### src/rtl/gpio_bank_pkg.sv
package gpio_bank_pkg;

  localparam int unsigned OE_BIT       = 9;
  localparam int unsigned IO_IN_BIT    = 0;
  localparam int unsigned IO_OUT_BIT   = 1;
  localparam int unsigned IC_EN        = 0;
  localparam int unsigned IC_POL       = 1;
  localparam int unsigned IC_EDGE      = 2;
  localparam int unsigned IC_RAW       = 3;
  localparam int unsigned ICFG_W       = 4;
  localparam int unsigned ROUTE_W      = 3;
  localparam logic [2:0]  ROUTE_CPU    = 3'd4;
  localparam logic [2:0]  ROUTE_OFF    = 3'd7;
  localparam int unsigned PIN_BASE     = 32'h1000;
  localparam int unsigned PIN_STRIDE   = 16;
  localparam int unsigned ROUTE_BASE   = 32'h0400;
  localparam int unsigned ROUTE_STRIDE = 4;

  typedef enum logic [2:0] {
    RD_NONE,
    RD_CFG,
    RD_IO,
    RD_ICFG,
    RD_STAT,
    RD_ROUTE
  } regKind_e;

  typedef struct packed {
    logic     wrCfg;
    logic     wrIo;
    logic     wrIcfg;
    logic     wrStat;
    logic     wrRoute;
    regKind_e kind;
  } busCmd_t;

endpackage

### src/rtl/gpio_bank_ctrl.sv
module gpio_bank_ctrl
  import gpio_bank_pkg::*;
#(
  parameter int NUM_PINS = 8,
  parameter int ADDR_W   = 16,
  localparam int IDX_W   = (NUM_PINS > 1) ? $clog2(NUM_PINS) : 1
) (
  input  logic [ADDR_W-1:0] busAddr,
  input  logic              busWe,
  output busCmd_t           cmd,
  output logic [IDX_W-1:0]  pinSel
);

  localparam int unsigned PIN_END   = PIN_BASE + NUM_PINS * PIN_STRIDE;
  localparam int unsigned ROUTE_END = ROUTE_BASE + NUM_PINS * ROUTE_STRIDE;

  logic [31:0] addr32;
  logic [31:0] pinOff;
  logic [31:0] routeOff;
  regKind_e    kind;

  assign addr32   = 32'(busAddr);
  assign pinOff   = addr32 - PIN_BASE;
  assign routeOff = addr32 - ROUTE_BASE;

  always_comb begin
    kind   = RD_NONE;
    pinSel = '0;
    if (addr32[1:0] == 2'b00) begin
      if (addr32 >= PIN_BASE && addr32 < PIN_END) begin
        pinSel = IDX_W'(pinOff / PIN_STRIDE);
        unique case (pinOff[3:2])
          2'd0: kind = RD_CFG;
          2'd1: kind = RD_IO;
          2'd2: kind = RD_ICFG;
          default: kind = RD_STAT;
        endcase
      end else if (addr32 >= ROUTE_BASE && addr32 < ROUTE_END) begin
        pinSel = IDX_W'(routeOff / ROUTE_STRIDE);
        kind   = RD_ROUTE;
      end
    end
  end

  always_comb begin
    cmd         = '0;
    cmd.kind    = kind;
    cmd.wrCfg   = busWe && (kind == RD_CFG);
    cmd.wrIo    = busWe && (kind == RD_IO);
    cmd.wrIcfg  = busWe && (kind == RD_ICFG);
    cmd.wrStat  = busWe && (kind == RD_STAT);
    cmd.wrRoute = busWe && (kind == RD_ROUTE);
  end

endmodule

### src/rtl/gpio_pin_event.sv
module gpio_pin_event (
  input  logic clk,
  input  logic rstN,
  input  logic padRaw,
  input  logic activeHigh,
  input  logic edgeMode,
  output logic level,
  output logic evtHit
);

  logic syncA;
  logic syncB;
  logic lastQ;

  always_ff @(posedge clk or negedge rstN) begin
    if (!rstN) begin
      syncA <= 1'b0;
      syncB <= 1'b0;
      lastQ <= 1'b0;
    end else begin
      syncA <= padRaw;
      syncB <= syncA;
      lastQ <= syncB;
    end
  end

  assign level = syncB;

  always_comb begin
    if (edgeMode) begin
      evtHit = activeHigh ? (syncB && !lastQ) : (!syncB && lastQ);
    end else begin
      evtHit = (syncB == activeHigh);
    end
  end

endmodule

### src/rtl/gpio_bank_dp.sv
module gpio_bank_dp
  import gpio_bank_pkg::*;
#(
  parameter int NUM_PINS = 8,
  localparam int IDX_W   = (NUM_PINS > 1) ? $clog2(NUM_PINS) : 1
) (
  input  logic                clk,
  input  logic                rstN,
  input  busCmd_t             cmd,
  input  logic [IDX_W-1:0]    pinSel,
  input  logic [31:0]         wdata,
  input  logic [NUM_PINS-1:0] padIn,
  output logic [NUM_PINS-1:0] padOe,
  output logic [NUM_PINS-1:0] padOut,
  output logic [31:0]         rdata,
  output logic                summaryIrq,
  output logic [NUM_PINS-1:0] statVec,
  output logic [NUM_PINS-1:0] rawEnVec,
  output logic [NUM_PINS-1:0] syncVec
);

  logic [NUM_PINS-1:0] oeQ;
  logic [NUM_PINS-1:0] outQ;
  logic [NUM_PINS-1:0] statQ;
  logic [NUM_PINS-1:0] evtVec;
  logic [NUM_PINS-1:0] levelVec;
  logic [NUM_PINS-1:0] selVec;
  logic [NUM_PINS-1:0] liveVec;
  logic [ICFG_W-1:0]   icfgQ  [NUM_PINS];
  logic [ROUTE_W-1:0]  routeQ [NUM_PINS];

  for (genvar g = 0; g < NUM_PINS; g++) begin : g_pin
    gpio_pin_event u_evt (
      .clk       (clk),
      .rstN      (rstN),
      .padRaw    (padIn[g]),
      .activeHigh(icfgQ[g][IC_POL]),
      .edgeMode  (icfgQ[g][IC_EDGE]),
      .level     (levelVec[g]),
      .evtHit    (evtVec[g])
    );
    assign selVec[g]   = (pinSel == IDX_W'(g));
    assign rawEnVec[g] = icfgQ[g][IC_RAW];
    assign liveVec[g]  = statQ[g] && icfgQ[g][IC_EN] && (routeQ[g] == ROUTE_CPU);
  end

  always_ff @(posedge clk or negedge rstN) begin
    if (!rstN) begin
      oeQ   <= '0;
      outQ  <= '0;
      statQ <= '0;
      for (int i = 0; i < NUM_PINS; i++) begin
        icfgQ[i]  <= '0;
        routeQ[i] <= ROUTE_OFF;
      end
    end else begin
      for (int i = 0; i < NUM_PINS; i++) begin
        if (cmd.wrCfg && selVec[i])   oeQ[i]    <= wdata[OE_BIT];
        if (cmd.wrIo && selVec[i])    outQ[i]   <= wdata[IO_OUT_BIT];
        if (cmd.wrIcfg && selVec[i])  icfgQ[i]  <= wdata[ICFG_W-1:0];
        if (cmd.wrRoute && selVec[i]) routeQ[i] <= wdata[ROUTE_W-1:0];
        statQ[i] <= (statQ[i] && !(cmd.wrStat && selVec[i] && wdata[0]))
                    || (evtVec[i] && icfgQ[i][IC_RAW]);
      end
    end
  end

  always_comb begin
    rdata = '0;
    unique case (cmd.kind)
      RD_CFG:   rdata[OE_BIT] = oeQ[pinSel];
      RD_IO: begin
        rdata[IO_IN_BIT]  = levelVec[pinSel];
        rdata[IO_OUT_BIT] = outQ[pinSel];
      end
      RD_ICFG:  rdata[ICFG_W-1:0]  = icfgQ[pinSel];
      RD_STAT:  rdata[0]           = statQ[pinSel];
      RD_ROUTE: rdata[ROUTE_W-1:0] = routeQ[pinSel];
      default:  rdata = '0;
    endcase
  end

  assign padOe      = oeQ;
  assign padOut     = outQ;
  assign summaryIrq = |liveVec;
  assign statVec    = statQ;
  assign syncVec    = levelVec;

endmodule

### src/rtl/gpio_irq_bank.sv
module gpio_irq_bank
  import gpio_bank_pkg::*;
#(
  parameter int NUM_PINS = 8,
  parameter int ADDR_W   = 16,
  localparam int IDX_W   = (NUM_PINS > 1) ? $clog2(NUM_PINS) : 1
) (
  input  logic                clk,
  input  logic                rstN,
  input  logic [ADDR_W-1:0]   busAddr,
  input  logic                busWe,
  input  logic [31:0]         busWdata,
  output logic [31:0]         busRdata,
  input  logic [NUM_PINS-1:0] padIn,
  output logic [NUM_PINS-1:0] padOe,
  output logic [NUM_PINS-1:0] padOut,
  output logic                summaryIrq
);

  busCmd_t             cmd;
  logic [IDX_W-1:0]    pinSel;
  logic [NUM_PINS-1:0] statVec;
  logic [NUM_PINS-1:0] rawEnVec;
  logic [NUM_PINS-1:0] syncVec;

  gpio_bank_ctrl #(.NUM_PINS(NUM_PINS), .ADDR_W(ADDR_W)) u_ctrl (
    .busAddr(busAddr),
    .busWe  (busWe),
    .cmd    (cmd),
    .pinSel (pinSel)
  );

  gpio_bank_dp #(.NUM_PINS(NUM_PINS)) u_dp (
    .clk       (clk),
    .rstN      (rstN),
    .cmd       (cmd),
    .pinSel    (pinSel),
    .wdata     (busWdata),
    .padIn     (padIn),
    .padOe     (padOe),
    .padOut    (padOut),
    .rdata     (busRdata),
    .summaryIrq(summaryIrq),
    .statVec   (statVec),
    .rawEnVec  (rawEnVec),
    .syncVec   (syncVec)
  );

endmodule

### config.mk
export PLATFORM = sky130hd
export DESIGN_NAME = gpio_irq_bank
export DESIGN_NICKNAME = d
export VERILOG_FILES = /design/src/rtl/gpio_bank_pkg.sv /design/src/rtl/gpio_bank_ctrl.sv /design/src/rtl/gpio_pin_event.sv /design/src/rtl/gpio_bank_dp.sv /design/src/rtl/gpio_irq_bank.sv
export SDC_FILE = /design/constraint.sdc
export NUM_CORES = 1
export LEC_CHECK = 0
export BUFFER_PORTS_ARGS = -buffer_cell sky130_fd_sc_hd__buf_4
export CAP_MARGIN = 20
export CORE_MARGIN = 2
export CORE_UTILIZATION = 44
export CTS_BUF_LIST = sky130_fd_sc_hd__clkbuf_8
export DETAILED_ROUTE_END_ITERATION = 8
export PLACE_DENSITY = 0.68
export SYNTH_ARGS = -nofsm -noshare
export SYNTH_HDL_FRONTEND = slang
export SYNTH_SLANG_ARGS = --single-unit
### constraint.sdc
create_clock -name clk -period 5.66 [get_ports clk]
set_input_delay 0.283 -clock clk [delete_from_list [all_inputs] [get_ports clk]]
set_output_delay 0.283 -clock clk [all_outputs]
set_load 0.03 [all_outputs]
# Word level (Yosys, flattened, before mapping)
# Index checks and enable logic that the tools add are counted.
# op_classes
mux,42
n_bitwise,1
n_eq_ne,30
addsub,2
magnitude_cmp,6
reduce_logical,139
# ops
cell,count
logical AND 1 bit,103
"== test 3 bit, second input constant",14
zero test 1 bit,24
2-to-1 mux 3 bit,8
2-to-1 mux 1 bit,22
"greater-or-equal comparator 16 x 11 -> 1 bit, second input constant",1
"greater-or-equal comparator 16 x 13 -> 1 bit, second input constant",1
"< comparator 16 x 11 -> 1 bit, second input constant",1
"< comparator 16 x 13 -> 1 bit, second input constant",1
binary-select mux 1 bit (select 3 bit),4
binary-select mux 4 bit (select 3 bit),1
"== test 3 x 2 -> 1 bit, second input constant",4
binary-select mux 3 bit (select 3 bit),1
one-hot mux 3 bit (3 select lines),1
== test 1 bit,8
logical OR 1 bit,8
2-to-1 mux 4 bit,2
OR reduction 8 bit,1
"subtractor 7 x 1 -> 7 bit, second input constant",1
"== test 3 x 1 -> 1 bit, second input constant",2
"subtractor 5 x 1 -> 5 bit, second input constant",1
"greater-or-equal comparator 4 bit, second input constant",1
zero test 2 bit,2
"< comparator 3 x 4 -> 1 bit, second input constant",1
7 further kinds,7
# word_totals
input_bits,59
regBits,104

# Logic depth before layout (Yosys ltp)
# logic_depth
ltp_word,12
depth_mapped,10
ltp_nobuf,9

# Modules after synthesis
# Synthesis repeated with hierarchy kept, for this count alone.
# unflattened
hier_cells,450
area_unflattened_um2,5470.2
# modules_own_cells
module,n_inst,area_per_inst_um2,seq_area_each_um2,cells_each
gpio_bank_dp,1,4401.7,2031.9,358
gpio_pin_event,8,101.3,75.1,7
gpio_bank_ctrl,1,257.7,0.0,36

# Worst setup path before layout
# OpenSTA, ideal clock, no wires.
# synth_path
kind,input to output
startpoint,input port busAddr[3]
endpoint,output port busRdata[0]
path_stages,9
arrival_time_ns,2.674
path_slack_ns,2.703
cell_sequence,clkbuf_1 -> inv_1 -> ha_1 -> or4b_2 -> nor3_1 -> nand2_1 -> nor4_1 -> or4_1 -> a211o_1
# synth_via
elab_chain_len,10
# synth_rtl
element,line_no,source
from (decl),gpio_irq_bank.sv:10,"input logic [ADDR_W-1:0] busAddr,"
greater-or-equal comparator 16 x 11 -> 1 bit or < comparator 16 x 11 -> 1 bit (tied branches),gpio_bank_ctrl.sv:38,end else if (addr32 >= ROUTE_BASE && addr32 < ROUTE_END) begin
logical AND 1 bit,gpio_bank_ctrl.sv:38,
2-to-1 mux 3 bit,gpio_bank_ctrl.sv:38,
2-to-1 mux 3 bit,gpio_bank_ctrl.sv:30,if (addr32 >= PIN_BASE && addr32 < PIN_END) begin
2-to-1 mux 3 bit,gpio_bank_ctrl.sv:29,if (addr32[1:0] == 2'b00) begin
inverter 3 -> 4 bit (implied by the code),"gpio_bank_dp.sv:76, gpio_bank_dp.sv:78",
binary-select mux 3 bit (select 3 bit) or binary-select mux 4 bit (select 3 bit) (tied branches),"gpio_bank_dp.sv:78, gpio_bank_dp.sv:76",
2-to-1 mux 3 bit (implied by the code) or 2-to-1 mux 4 bit (tied branches) (2 in a row),"gpio_bank_dp.sv:78, gpio_bank_dp.sv:76",
one-hot mux 1 bit (4 select lines) *,gpio_bank_dp.sv:70,unique case (cmd.kind)
to (decl),gpio_irq_bank.sv:13,"output logic [31:0] busRdata,"
# Mark *: on every way between the ends. The rest lies on a longest branch, timed or not. The select of a mux whose other input is x is not followed.

# Worst setup path after layout
# layout_path
startpoint,input port busAddr[5]
endpoint,output port busRdata[0]
# The elaborated chain is that of the path after synthesis.

==> impl_metrics.py <==
metrics = {
    "route": {
        "drc": 0,
        "ant_nets": 0,
        "avgViaCountPerCell": 6.04,
        "wire_per_inst_um": 23.3,
        "routed_wl_um": 18400,
        "drtPass1Iterations": 5,
        "num_vias": 4787,
        "drtIter0Drc": 480,
    },
    "synth": {
        "ys_warn_count": 0,
        "async_reset_ff_frac": 1.00,
        "synthesis.area_um2": 5750,
        "synth.distinct_cells": 63,
        "syn_area_per_cell_um2": 10.4,
        "ys_ff_latch": 104,
        "synth_edf_count": 0,
        "synth_ff_type": "dfrtp_1",
        "yosysSeqAreaShare": 0.458,
        "syn_inst": 553,
    },
    "finish": {
        "fin_area_um2": 6480,
        "fill_cells": 1196,
        "mostFrequentLayoutCells": "dfrtp_1 (80), mux2_2 (79), buf_4 (57)",
        "final_nets": 677,
        "drive_gt1_frac": 0.310,
        "layout_commonest_cell": "dfrtp_1",
        "areaGrowthSynthToFinish_pct": 12.7,
        "n_antenna_cell": 0,
    },
    "sta": {
        "setup_violations": 0,
        "drv_slew": 0,
        "fin_tns_setup_ns": 0,
        "max-slew-margin-rel": 0.276,
        "post-route-period-util": 0.674,
        "whs_ns": 0.191,
        "grt_setup_unrepaired": "false",
        "period_needed_ns": 3.81,
        "finClkSkew_ns": 0.0156,
        "finalHoldViolCount": 0,
        "tightest_slew_ns": 1.06,
        "fmax_ghz": 0.262,
    },
    "clock_network": {
        "clkTransAtPathRegs_ns": 0.09,
        "root_buffer": "clkbuf_8",
        "clkSinkCount": 104,
        "clockBufferDepth": 2,
        "numCtsBuffers": 9,
        "cts_tree": "built",
        "insertion_delay_ns": 0.39,
        "cts_resized": 0,
        "post-cts-setup-buffers": 0,
        "cts-htree-levels": 3,
    },
    "placement": {
        "numPortBuffers": 53,
        "placed_area_um2": 6220,
        "dpl.hpwl_um": 13700,
        "place_congestion": 1.02,
    },
    "floorplanning": {
        "die_y_um": 118,
        "die_x_um": 118,
        "ios": 108,
        "core_um2": 12700,
        "die_area_um2": 14000,
        "core.rowCount": 41,
        "initial_core_util": 0.454,
    },
    "worst_hold_path": {
        "hold_depth": 2,
        "min_to": "u_dp.padOe[6]",
        "hold_start": "busWdata[9]",
        "min-delay-path-class": "in2reg",
    },
    "power_and_ir_drop": {
        "vdd_drop_max_mv": 0.171,
        "total_power_mw": 1.31,
        "p_leak_nw": 2.81,
        "powerDensity_nw_per_um2": 202,
    },
    "setup_path": {
        "reg2reg_from": "u_dp.icfgQ[2]",
        "crit_path_start_kind": "primary input",
        "r2r_slack_ns": 4.50,
        "critPathKind": "in2out",
        "arrival_ns": 3.53,
        "worst-r2r-cell-count": 4,
        "crit_path_end_kind": "primary output",
        "reg2reg_to": "u_dp.statVec[7]",
        "crit_required_ns": 5.38,
        "cp_max_fo": 11,
    },
    "global_routing": {
        "track_usage": 0.269,
        "antenna_found_initial": 0,
        "grt_max_degree": 71,
        "grt_pass1_wl_um": 28100,
        "grt.overflow.total": 0,
        "grt_pass1_vias": 4660,
    },
    "outcome": {
        "status": "complete, no violations",
    },
    "run": {
        "drv_cap": 0,
    },
}
[through the flow]
step	util	setup WS [ns]	instances
after floorplan	-	2.70	579
after global placement	0.491	1.87	767
after detailed placement	0.491	1.89	767
after CTS	0.511	1.88	792
after global routing	0.511	1.75	792
final	0.511	1.85	792
[area by class of cell]
| type | instances | area, um2 | area share |
|---|---|---|---|
| inverters | 8 | 30.0 | 0.00463 |
| clock inverters | 7 | 40.0 | 0.00618 |
| well taps | 172 | 215 | 0.0332 |
| flip-flops and latches | 104 | 2630 | 0.406 |
| multi-input cells | 426 | 2920 | 0.451 |
| repair buffers | 66 | 518 | 0.0800 |
| clock buffers | 9 | 124 | 0.0191 |
[sequential cells by signal (all words and copies together), names as in the netlist]
name and count:
u_dp.icfgQ 24, u_dp.routeQ 24, u_dp.g_pin.u_evt.lastQ 8, u_dp.g_pin.u_evt.level 8
u_dp.g_pin.u_evt.syncA 8, u_dp.padOe 8, u_dp.padOut 8, u_dp.rawEnVec 8
u_dp.statVec 8
[report_power, final]
group / total (mW) / internal [mW] / switching [mW]
registers: 0.759 / 0.752 / 0.00684
logic: 0.134 / 0.0381 / 0.0960
clock network: 0.413 / 0.157 / 0.256
total: 1.31 / 0.948 / 0.359
[logic make-up after synthesis]
family | after synthesis | synth area share
AO/OA/AOI/OAI | 102 | 0.121
adder cells (fa/ha/maj) | 3 | 0.00653
buffers and inverters | 49 | 0.0509
flip-flops | 104 | 0.458
multiplexers | 93 | 0.179
other | 1 | 0.000653
AND/OR/NAND/NOR | 201 | 0.183
[Yosys cell counts (2+ instances only)]
cell / n / area (um2)
buf_4: 28 / 210
dfstp_2: 24 / 631
nor4b_1: 2 / 17.5
ha_1: 3 / 37.5
inv_1: 8 / 30.0
nand2_2: 2 / 12.5
nor2b_1: 11 / 68.8
nor4_1: 3 / 18.8
o21ai_0: 28 / 140
a31oi_1: 10 / 62.6
nand3_1: 18 / 90.1
o2111ai_1: 2 / 17.5
nor3b_1: 7 / 52.6
a2111oi_0: 2 / 17.5
o22ai_1: 4 / 25.0
a22oi_1: 2 / 15.0
or4b_2: 2 / 20.0
nor2_1: 49 / 184
o221ai_1: 5 / 43.8
buf_2: 3 / 15.0
a21o_1: 2 / 15.0
nor3_2: 3 / 30.0
o211ai_1: 6 / 45.0
nand3b_1: 2 / 15.0
a21oi_1: 24 / 120
a2111oi_4: 2 / 55.1
or3_1: 5 / 31.3
dfrtp_1: 80 / 2000
nor2_2: 2 / 12.5
nand2b_1: 7 / 43.8
clkbuf_1: 9 / 33.8
nand2_1: 51 / 191
mux2i_1: 14 / 140
and3_1: 3 / 18.8
nand4b_1: 4 / 35.0
a211o_1: 2 / 17.5
mux2_2: 79 / 890
nand4_1: 5 / 31.3
nor3_1: 16 / 80.1
[worst max-delay path: stages]
cell and delay (ns):
buf_4 0.15, or4b_4 0.56, a2111oi_4 0.87, nand2_1 0.59, o211ai_1 0.32, nor2_1 0.09
o22a_1 0.21, a211o_1 0.28, buf_4 0.17
[how the worst max path moves through the flow]
stage	startpoint	to	slack [ns]
2_1_floorplan	busAddr[3]	busRdata[0]	2.70
3_3_place_gp	busAddr[5]	busRdata[0]	1.87
3_5_place_dp	busAddr[5]	busRdata[0]	1.89
4_1_cts	busAddr[5]	busRdata[0]	1.88
5_1_grt	busAddr[12]	busRdata[0]	1.75
6_report	busAddr[5]	busRdata[0]	1.85
[metal layers]
| metal | vias to the layer above | routed length [um] | share of wire | GRT usage |
|---|---|---|---|---|
| met5 | - | 0 | 0 | 0 |
| met4 | 0 | 869 | 0.047 | 0.126 |
| met3 | 60 | 1230 | 0.067 | 0.0420 |
| met2 | 258 | 8370 | 0.45 | 0.415 |
| met1 | 2376 | 7950 | 0.43 | 0.370 |
| li1 | 2093 | - | - | - |
[repair_timing]
action,CTS,global route
setup endpoints to repair,0,0
hold endpoints to repair,36,0
hold buffers,9,0
Note: power is estimated with default switching activity, not from simulation.
